===== config.mk =====
export PLATFORM = sky130hd
export DESIGN_NAME = evt_stamp_unit
export DESIGN_NICKNAME = d
export VERILOG_FILES = /design/src/rtl/evs_pkg.sv /design/src/rtl/evs_sync.sv /design/src/rtl/evs_edge_det.sv /design/src/rtl/evs_cap_reg.sv /design/src/rtl/evt_stamp_unit.sv
export SDC_FILE = /design/constraint.sdc
export NUM_CORES = 1
export LEC_CHECK = 0
export BUFFER_PORTS_ARGS = -buffer_cell sky130_fd_sc_hd__buf_4
export CAP_MARGIN = 10
export CORE_MARGIN = 8
export CORE_UTILIZATION = 45
export CTS_CLUSTER_DIAMETER = 40
export CTS_CLUSTER_SIZE = 8
export DETAILED_ROUTE_END_ITERATION = 7
export PLACE_DENSITY = 0.87
export SYNTH_ARGS = -nofsm -noshare
export SYNTH_HDL_FRONTEND = slang
export SYNTH_SLANG_ARGS = --single-unit

===== constraint.sdc =====
create_clock -name clk -period 2.7 [get_ports clk]
set_input_delay 0.54 -clock clk [delete_from_list [all_inputs] [get_ports clk]]
set_output_delay 0.54 -clock clk [all_outputs]
set_load 0.01 [all_outputs]

===== src/rtl/evs_pkg.sv =====
package evs_pkg;
  typedef enum logic {
    EDGE_FALL = 1'b0,
    EDGE_RISE = 1'b1
  } edge_mode_e;

  typedef enum logic {
    SRC_PIN = 1'b0,
    SRC_ALT = 1'b1
  } src_pick_e;

  localparam int unsigned SRC_COUNT = 2;
endpackage


===== src/rtl/evs_sync.sv =====
module evs_sync #(
  parameter int unsigned WIDTH  = 2,
  parameter int unsigned STAGES = 2
) (
  input  logic             clk,
  input  logic             rst,
  input  logic [WIDTH-1:0] d_i,
  output logic [WIDTH-1:0] q_o
);
  logic [WIDTH-1:0] stage_q [STAGES];

  always_ff @(posedge clk) begin
    if (rst) begin
      for (int k = 0; k < STAGES; k++) stage_q[k] <= '0;
    end else begin
      stage_q[0] <= d_i;
      for (int k = 1; k < STAGES; k++) stage_q[k] <= stage_q[k-1];
    end
  end

  assign q_o = stage_q[STAGES-1];
endmodule


===== src/rtl/evs_edge_det.sv =====
module evs_edge_det
  import evs_pkg::*;
#(
  parameter int unsigned SRC_N = SRC_COUNT
) (
  input  logic             clk,
  input  logic             rst,
  input  logic [SRC_N-1:0] sync_i,
  input  logic             src_alt_i,
  input  logic             edge_rise_i,
  output logic             evt_o
);
  src_pick_e  pick;
  edge_mode_e mode;
  logic       cur;
  logic       prev_q;

  assign pick = src_pick_e'(src_alt_i);
  assign mode = edge_mode_e'(edge_rise_i);
  assign cur  = (pick == SRC_ALT) ? sync_i[1] : sync_i[0];

  always_ff @(posedge clk) begin
    if (rst) prev_q <= 1'b0;
    else     prev_q <= cur;
  end

  always_comb begin
    if (mode == EDGE_RISE) evt_o = cur & ~prev_q;
    else                   evt_o = ~cur & prev_q;
  end
endmodule


===== src/rtl/evs_cap_reg.sv =====
module evs_cap_reg #(
  parameter int unsigned W = 16
) (
  input  logic         clk,
  input  logic         rst,
  input  logic         cap_evt_i,
  input  logic [W-1:0] cnt_i,
  input  logic         cpu_wr_i,
  input  logic [W-1:0] cpu_data_i,
  input  logic         clr_wr_i,
  input  logic         clr_bit_i,
  input  logic         ack_i,
  input  logic         irq_en_i,
  output logic [W-1:0] val_o,
  output logic         flag_o,
  output logic         irq_o
);
  logic flag_d;
  logic clr_req;

  assign clr_req = ack_i | (clr_wr_i & clr_bit_i);

  always_comb begin
    if (cap_evt_i)    flag_d = 1'b1;
    else if (clr_req) flag_d = 1'b0;
    else              flag_d = flag_o;
  end

  always_ff @(posedge clk) begin
    if (rst) begin
      val_o  <= '0;
      flag_o <= 1'b0;
      irq_o  <= 1'b0;
    end else begin
      if (cap_evt_i)     val_o <= cnt_i;
      else if (cpu_wr_i) val_o <= cpu_data_i;
      flag_o <= flag_d;
      irq_o  <= flag_d & irq_en_i;
    end
  end

  AST_CAP_COPIES: assert property (@(posedge clk) disable iff (rst)
    cap_evt_i |=> (val_o == $past(cnt_i)));
  AST_FLAG_WITH_VALUE: assert property (@(posedge clk) disable iff (rst)
    cap_evt_i |=> flag_o);
  AST_IRQ_GATED: assert property (@(posedge clk) disable iff (rst)
    1'b1 |=> (irq_o == (flag_o && $past(irq_en_i))));
  AST_ACK_CLEARS: assert property (@(posedge clk) disable iff (rst)
    (ack_i && !cap_evt_i) |=> !flag_o);
  AST_W1C_CLEARS: assert property (@(posedge clk) disable iff (rst)
    (clr_wr_i && clr_bit_i && !cap_evt_i) |=> !flag_o);
  AST_W0_KEEPS: assert property (@(posedge clk) disable iff (rst)
    (clr_wr_i && !clr_bit_i && !ack_i && flag_o) |=> flag_o);
  AST_CPU_LOAD: assert property (@(posedge clk) disable iff (rst)
    (cpu_wr_i && !cap_evt_i) |=> (val_o == $past(cpu_data_i)));
  AST_VAL_HOLD: assert property (@(posedge clk) disable iff (rst)
    (!cap_evt_i && !cpu_wr_i) |=> $stable(val_o));
  AST_CAP_BEATS_WR: assert property (@(posedge clk) disable iff (rst)
    (cap_evt_i && (cpu_wr_i || clr_req)) |=> (flag_o && val_o == $past(cnt_i)));
endmodule


===== src/rtl/evt_stamp_unit.sv =====
module evt_stamp_unit
  import evs_pkg::*;
#(
  parameter int unsigned CNT_W       = 16,
  parameter int unsigned SYNC_STAGES = 2
) (
  input  logic             clk,
  input  logic             rst,
  input  logic [CNT_W-1:0] cnt_i,
  input  logic             cap_pin_i,
  input  logic             cap_alt_i,
  input  logic             src_alt_i,
  input  logic             edge_rise_i,
  input  logic             irq_en_i,
  input  logic             top_wr_i,
  input  logic [CNT_W-1:0] top_wdata_i,
  input  logic             flag_wr_i,
  input  logic             flag_wdata_i,
  input  logic             irq_ack_i,
  output logic [CNT_W-1:0] stamp_o,
  output logic             flag_o,
  output logic             irq_o
);
  localparam int unsigned SRC_N = SRC_COUNT;

  logic [SRC_N-1:0] raw_src;
  logic [SRC_N-1:0] sync_src;
  logic             cap_evt;

  assign raw_src = {cap_alt_i, cap_pin_i};

  evs_sync #(.WIDTH(SRC_N), .STAGES(SYNC_STAGES)) sync_i (
    .clk (clk),
    .rst (rst),
    .d_i (raw_src),
    .q_o (sync_src)
  );

  evs_edge_det #(.SRC_N(SRC_N)) edge_i (
    .clk         (clk),
    .rst         (rst),
    .sync_i      (sync_src),
    .src_alt_i   (src_alt_i),
    .edge_rise_i (edge_rise_i),
    .evt_o       (cap_evt)
  );

  evs_cap_reg #(.W(CNT_W)) reg_i (
    .clk        (clk),
    .rst        (rst),
    .cap_evt_i  (cap_evt),
    .cnt_i      (cnt_i),
    .cpu_wr_i   (top_wr_i),
    .cpu_data_i (top_wdata_i),
    .clr_wr_i   (flag_wr_i),
    .clr_bit_i  (flag_wdata_i),
    .ack_i      (irq_ack_i),
    .irq_en_i   (irq_en_i),
    .val_o      (stamp_o),
    .flag_o     (flag_o),
    .irq_o      (irq_o)
  );

  AST_IRQ_NEEDS_FLAG: assert property (@(posedge clk) disable iff (rst)
    irq_o |-> flag_o);
endmodule


# --- Word level (Yosys, flattened, before mapping) ---
# Memories as Yosys holds them, arrays and structs flattened.
# Cells that the tools add are included.
word_totals:
  register_bits: 19
  ramBits: 4
  input_bits: 43
  output_inout_bits: 18
  memories: 1
op_classes:
  n_mux: 11
  bitwise: 9
  n_reduce_logical: 1
memory_table:
  columns: ["memory", "words", "width", "rd", "rd_clocked_by_memory_dff", "write_ports", "line_no", "rtl"]
  rows:
  - ["sync_i.stage_q", 2, 2, 2, 0, 2, "evs_sync.sv:10", "logic [WIDTH-1:0] stage_q [STAGES];"]
op_table:
  columns: ["cell", "count"]
  rows:
  - ["$mux 16", 2]
  - ["$mux 1", 7]
  - ["$and 1x1->1", 4]
  - ["$mux 2", 2]
  - ["$or 1x1->1", 3]
  - ["$not 1->1", 2]
  - ["$reduce_bool 2->1", 1]

# --- Longest topological paths before layout ---
# Gate-level depths: netlist of the first run.
depth:
  depth_word: 6
  depth_mapped: 5
  ltp_nobuf: 3

# --- Modules after synthesis ---
# A second synthesis of the first run with hierarchy kept.
unflattened:
  hier_cells: 93
  area_unflattened_um2: 1051.0
by_module_without_submodules:
  columns: ["mod", "n_inst", "cells_per_inst", "area_per_inst_um2", "seq_area_each_um2"]
  rows:
  - ["evs_cap_reg", 1, 77, 874.6, 360.3]
  - ["evs_sync", 1, 10, 120.1, 80.1]
  - ["evs_edge_det", 1, 6, 56.3, 20.0]

# --- Worst setup path after synthesis of the first run ---
# OpenSTA, ideal clock, no wires.
synth_timing:
  path_type: "input to register"
  from: "input src_alt_i"
  to: "register reg_i.val_o[0]"
  arrival_time_ns: 1.625
  required_ns: 2.579
  path_slack_ns: 0.953
  path_stages: 4
  path_cell_list: "mux2i_4 -> mux2i_4 -> buf_8 -> mux2_4"
synth_between:
  elab_chain_len: 5
  elab_cells_between_ends: 7
  cone_classes: "mux (3); bitwise (3); reduce/logical (1)"
synth_rtl:
  columns: ["element", "line_no", "rtl"]
  rows:
  - ["from (decl)", "evt_stamp_unit.sv:12", "input logic src_alt_i,"]
  - ["$mux 1 *", "evs_edge_det.sv:20", "assign cur = (pick == SRC_ALT) ? sync_i[1] : sync_i[0];"]
  - ["$not 1->1", "evs_edge_det.sv:29", "else evt_o = ~cur & prev_q;"]
  - ["$and 1x1->1", "evs_edge_det.sv:29", null]
  - ["$mux 1 *", "evs_edge_det.sv:28", "if (mode == EDGE_RISE) evt_o = cur & ~prev_q;"]
  - ["$mux 16 or $reduce_bool 2->1 (tied branches)", null, null]
  - ["to (signal assigned)", "evs_cap_reg.sv:35", "if (cap_evt_i) val_o <= cnt_i;"]
  - ["to (signal assigned)", "evs_cap_reg.sv:36", "else if (cpu_wr_i) val_o <= cpu_data_i;"]
  - ["to (decl)", "evs_cap_reg.sv:14", "output logic [W-1:0] val_o,"]
# Mark *: on every way between the ends. The rest lies on a longest branch, timed or not.
# A chain may end at the register's enable or synchronous reset.

# --- Worst setup path in the final report of the first run ---
layout_timing:
  from: "input src_alt_i"
  to: "register reg_i.val_o[2]"
# Same word-level chain as after synthesis.

==> impl_metrics.json, run 1 <==
{
  "numCtsBuffers": 3,
  "cp_max_fo": 15,
  "tns_ps": 0,
  "max-slew-margin-rel": 0.5045,
  "clockBufferDepth": 2,
  "status": "finished, final reports clean",
  "fmaxAchievable_mhz": 551.7,
  "wl_per_cell_um": 14.85,
  "crit_type": "input port to register",
  "min_to": "sync_i.stage_q[0][0]",
  "p_leak_nw": 0.7955,
  "switching_power_uw": 182.0,
  "final.setup.worst_slack_ps": 887.5,
  "hold_path.class": "input port to register",
  "finalCritPeriodShare": 0.6713,
  "synth_nets": 152,
  "crit_arrival_ps": 2020,
  "die-area_sq_um": 4469,
  "cpPeakStageDelay_ps": 690,
  "grt_first_pass_wirelength_um": 4464,
  "ys_top_cells_by_area": "dfxtp_1 (40%), mux2i_1 (14%), mux2_4 (13%)",
  "pin_count": 61,
  "gp_congestion": 0.7459,
  "cp_cell_sequence": "buf_4, mux2i_4, mux2i_4, mux2_2",
  "grt_pass1_vias": 1025,
  "htreeDepth": 1,
  "worst-r2r-cell-count": 3,
  "core_area_sq_um": 2455,
  "worstSkewPairLatency_ps": 300,
  "holdPathStages": 2,
  "initial_utilization": 0.4740,
  "cp.required_ps": 2910,
  "combPwrFrac": 0.251,
  "via_per_inst": 4.786,
  "hold_violations": 0,
  "clkPwrFrac": 0.222,
  "cts_tree": "yes",
  "ys_seq_elements": 23,
  "tightest_slew_ps": 727.8,
  "setup.worst_path.start_class": "input port",
  "synth_seq_area_share": 0.3957,
  "die_w_um": 66.85,
  "drtIter0Drc": 13,
  "worst_path_most_repeated_cell": "mux2i_4",
  "switching_share": 0.2555,
  "synth_warnings": 0,
  "drtPass1Iterations": 4,
  "clock_sinks": 23,
  "hold_buffers": 0,
  "hpwl_um": 2320,
  "slowest_stage": "mux2i_4",
  "maxCapViolCount": 0,
  "die_h_um": 66.85,
  "period_minus_slack_ps": 1812,
  "syn_inst": 109,
  "power.density_nw_per_um2": 434.6,
  "worstPathBufferInverterCount": 1,
  "synth_top_area_share": 0.3957,
  "synth.distinct_cells": 14,
  "rr_startpoint": "sync_i.stage_q[0][2]",
  "finalSetupViolCount": 0,
  "r2r_slack_ps": 940,
  "fin_skew_ps": 2.593,
  "yosysTopAreaCell": "dfxtp_1",
  "root_buffer": "clkbuf_4",
  "grt_max_degree": 40,
  "syn2layout_area_growth_pct": 40.86,
  "drc": 0,
  "post_cts_buffers": 0,
  "peakVddDrop_mv": 0.3125,
  "post_cts_resized": 0,
  "p_int_uw": 530.3,
  "avgSynthCellArea_sq_um": 10.68,
  "r2r_end": "reg_i.val_o[2]",
  "pre_cts_ws_ps": 558.5,
  "vias": 938,
  "nets": 210,
  "wirelength_um": 2910,
  "syn_area_sq_um": 1164,
  "hold_start": "cap_pin_i",
  "track_usage": 0.1275,
  "rsz0062_at_grt": "no",
  "finalMaxSlewViolations": 0,
  "antenna_cells": 0,
  "cp_top_family": "multiplexers",
  "grt-ovfl-total": 0,
  "final_common_cell": "buf_4",
  "drive_gt1_frac": 0.5000,
  "portBuffers": 60,
  "ant_nets": 0,
  "cp-end-kind": "register",
  "grt_antenna_before_repair": 0,
  "p_seq_frac": 0.527,
  "clk_pin_slew_ps": 130,
  "rows": 18,
  "mostFrequentLayoutCells": "buf_4 (60), dfxtp_1 (23), nor2b_1 (20), nor2_1 (17), mux2i_1 (16)"
}
-- state kept, by name, indices dropped and copies added (netlist names) --
signal and flops:
sync_i.stage_q 4, edge_i.prev_q 1, reg_i.flag_o 1, reg_i.val_o 16
reg_i.irq_o 1
-- per-stage QoR --
step	hold slack [ps]	std cells	total power [mW]	utilization	instance area (sq um)
after floorplan	413.8	109	0.4755	-	1164
after global placement	418.1	192	0.5564	0.6565	1612
after detailed placement	426.9	192	0.5634	0.6565	1612
after CTS	435.4	196	0.7170	0.6677	1639
after global routing	426.7	196	0.7486	0.6677	1639
final	442.9	196	0.7123	0.6677	1639
-- cell type report --
type	count	area, sq um
Clock buffer	3	22.52
Clock inverter	1	5.005
Fill cell	202	815.8
Multi-Input combinational cell	79	663.1
Sequential cell	23	460.4
Tap cell	30	37.54
Timing Repair Buffer	60	450.4
-- per-layer routing --
metal | GRT usage | share of wire | vias up
met1 | 0.1320 | 0.39 | 427
met3 | 0.04027 | 0.077 | 2
li1 | - | - | 476
met5 | 0 | 0 | -
met2 | 0.2330 | 0.53 | 33
met4 | 0.04700 | 0.0052 | 0
-- Yosys cell counts, drive strengths merged --
cell    number
a21oi        2
nand2b       3
nor2        17
clkbuf       4
nor2b       20
mux2        17
buf          3
mux2i       18
dfxtp       23
nand3b       1
nand2        1
-- cells by family (layout without fill, tap and decap cells) --
logic type             Yosys count  after routing  synth area share
AND/OR/NAND/NOR                 42             42            0.1882
multiplexers                    35             35            0.3731
flip-flops                      23             23            0.3957
buffers and inverters            7             64           0.03440
AO/OA/AOI/OAI                    2              2          0.008602
-- power by group through the flow --
stage                     clock network, mW  logic [mW]  registers, mW
after CTS                             0.160       0.182          0.376
after global routing                  0.177       0.193          0.378
after floorplan                           0      0.0852          0.390
after detailed placement                  0       0.181          0.382
final                                 0.158       0.179          0.375
after global placement                    0       0.175          0.382
-- how the worst max path moves through the flow --
stage	from	to	slack, ps	cells after the start
2_1_floorplan	src_alt_i	reg_i.val_o[0]	950	4
3_3_place_gp	src_alt_i	reg_i.val_o[4]	610	4
3_5_place_dp	src_alt_i	reg_i.val_o[3]	560	4
4_1_cts	src_alt_i	reg_i.val_o[2]	900	4
5_1_grt	src_alt_i	reg_i.val_o[2]	860	4
6_report	src_alt_i	reg_i.val_o[2]	890	4
No activity file was read; power rests on OpenSTA's default activity.
==> run 2: changes to the inputs <==
- CORE_UTILIZATION: 45 -> 44
- PLACE_DENSITY: 0.87 -> 0.85
- clock period: 2.7 -> 1.8 ns (I/O delays scaled with it)
==> run 2 against run 1 <==
Against the previous run: sequential power rose by 50%; clock-buffer cell count rose by 1; routed wire length fell by 4.9%; die area rose by 1.7%; hold slack got worse by 170 ps; clock skew rose by 0.63 ps; cell count rose by 1.0%; core utilization fell by 0.65 points; power rose by 49%; setup slack got worse by 560 ps; cell area rose by 0.84%; critical endpoint is now reg_i.val_o[4]; highest routed layer unchanged.
==> impl_metrics.json, run 2 (synthesized netlist as in run 1, its figures left out) <==
{
  "worst_path_most_repeated_cell": "mux2i_4",
  "hold_buffers": 0,
  "clockBufferDepth": 2,
  "via_per_inst": 4.773,
  "grt-ovfl-total": 0,
  "portBuffers": 60,
  "power.density_nw_per_um2": 642.1,
  "final.setup.worst_slack_ps": 329.5,
  "cts_tree": "yes",
  "cp-end-kind": "register",
  "dr.max_layer_used": "met4",
  "hold_path.class": "input port to register",
  "worstPathBufferInverterCount": 1,
  "largest_reg_flops": 16,
  "pin_count": 61,
  "finalMaxSlewViolations": 0,
  "track_usage": 0.1291,
  "maxCapViolCount": 0,
  "clk_pin_slew_ps": 120,
  "seq_area_sq_um": 460.4,
  "wirelength_met1_um": 1087,
  "final_common_cell": "buf_4",
  "dr_wl_met3_um": 229,
  "antenna_cells": 0,
  "root_buffer": "clkbuf_4",
  "crit_type": "register to register",
  "drtIter0Drc": 10,
  "mostFrequentLayoutCells": "buf_4 (62), dfxtp_1 (23), nor2b_1 (20), nor2_1 (17), mux2i_1 (16)",
  "syn2layout_area_growth_pct": 42.04,
  "dr_wl_met2_um": 1415,
  "ant_nets": 0,
  "cpPeakStageDelay_ps": 340,
  "numCtsBuffers": 3,
  "nets": 212,
  "wl_per_cell_um": 13.97,
  "cp_cell_sequence": "mux2i_4, mux2i_4, buf_4, mux2_2",
  "tns_ps": 0,
  "die_h_um": 67.43,
  "gp_congestion": 0.7096,
  "initial_utilization": 0.4655,
  "rows": 18,
  "grt_antenna_before_repair": 0,
  "finalSetupViolCount": 0,
  "tightest_slew_ps": 349.2,
  "slowest_stage": "dfxtp_1",
  "fmaxAchievable_mhz": 680.0,
  "drtPass1Iterations": 2,
  "grt_first_pass_wirelength_um": 4526,
  "post_cts_resized": 0,
  "fin_skew_ps": 3.223,
  "cp_max_fo": 7,
  "core_area_sq_um": 2500,
  "worstSkewPairLatency_ps": 300,
  "post_cts_buffers": 0,
  "wirelength_um": 2766,
  "drive_gt1_frac": 0.5000,
  "vias": 945,
  "cp_top_family": "multiplexers",
  "setup.worst_path.start_class": "register",
  "p_leak_nw": 0.8034,
  "reg.largest.list": "reg_i.val_o x16, sync_i.stage_q x4",
  "clock_sinks": 23,
  "top_register": "reg_i.val_o",
  "die-area_sq_um": 4546,
  "drc": 0,
  "finalCritPeriodShare": 0.8170,
  "grt_pass1_vias": 1037,
  "multiInputGateArea_sq_um": 663.1,
  "peakVddDrop_mv": 0.4276,
  "htreeDepth": 1,
  "die_w_um": 67.43,
  "hold_violations": 0,
  "nFillCells": 204,
  "crit_arrival_ps": 1670,
  "status": "finished, final reports clean",
  "hpwl_um": 2220,
  "grt_max_degree": 40,
  "rsz0062_at_grt": "no",
  "max-slew-margin-rel": 0.7672,
  "cp.required_ps": 2000,
  "period_minus_slack_ps": 1471,
  "pre_cts_ws_ps": 123.6
}
## run 2: cell count changes in the layout (fill, tap and decap cells not counted)
cell      previous run  this run
clkinv_2             1         0
clkbuf_1             0         1
buf_4               60        62
## run 2: worst paths after layout
| kind | from | endpoint | slack (ps) | cells after the start |
|---|---|---|---|---|
| max | sync_i.stage_q[0][2] | reg_i.val_o[4] | 330 | 4 |
| min | cap_alt_i | sync_i.stage_q[0][1] | 270 | 2 |
| max reg2reg | sync_i.stage_q[0][2] | reg_i.val_o[4] | 330 | 4 |
| min reg2reg | sync_i.stage_q[0][1] | sync_i.stage_q[0][3] | 450 | 1 |
## run 2: per-stage QoR
stage / hold WS, ps / area [sq um] / utilization / std cells / power (mW)
after floorplan: 413.8 / 1164 / - / 109 / 0.7133
after global placement: 417.5 / 1627 / 0.6507 / 194 / 0.8365
after detailed placement: 431.3 / 1627 / 0.6507 / 194 / 0.8453
after CTS: 258.9 / 1653 / 0.6612 / 198 / 1.076
after global routing: 268.1 / 1653 / 0.6612 / 198 / 1.124
final: 269.3 / 1653 / 0.6612 / 198 / 1.061
## run 2: worst reg2reg max path, delay by kind of cell, from the launching register on
family                 cells  cell delay [ps]
muxes                      3              830
DFF                        1              340
buffers and inverters      1              190
## run 2: area by class of cell
class,instances,share of cell area
clock buffer,4,0.01590
timing repair buffer,62,0.2816
sequential,23,0.2786
multi-input combinational,79,0.4012
tap,30,0.02271
## run 2: layer usage
metal / track usage / vias up
met4: 0.07050 / 0
met1: 0.1280 / 434
met5: 0 / -
li1: - / 478
met2: 0.2318 / 31
met3: 0.04470 / 2
## run 2: power by group
group	internal, mW	total, mW	switching (mW)
logic	0.171	0.269	0.0979
clock network	0.0863	0.231	0.144
registers	0.544	0.562	0.0182
total	0.801	1.06	0.260
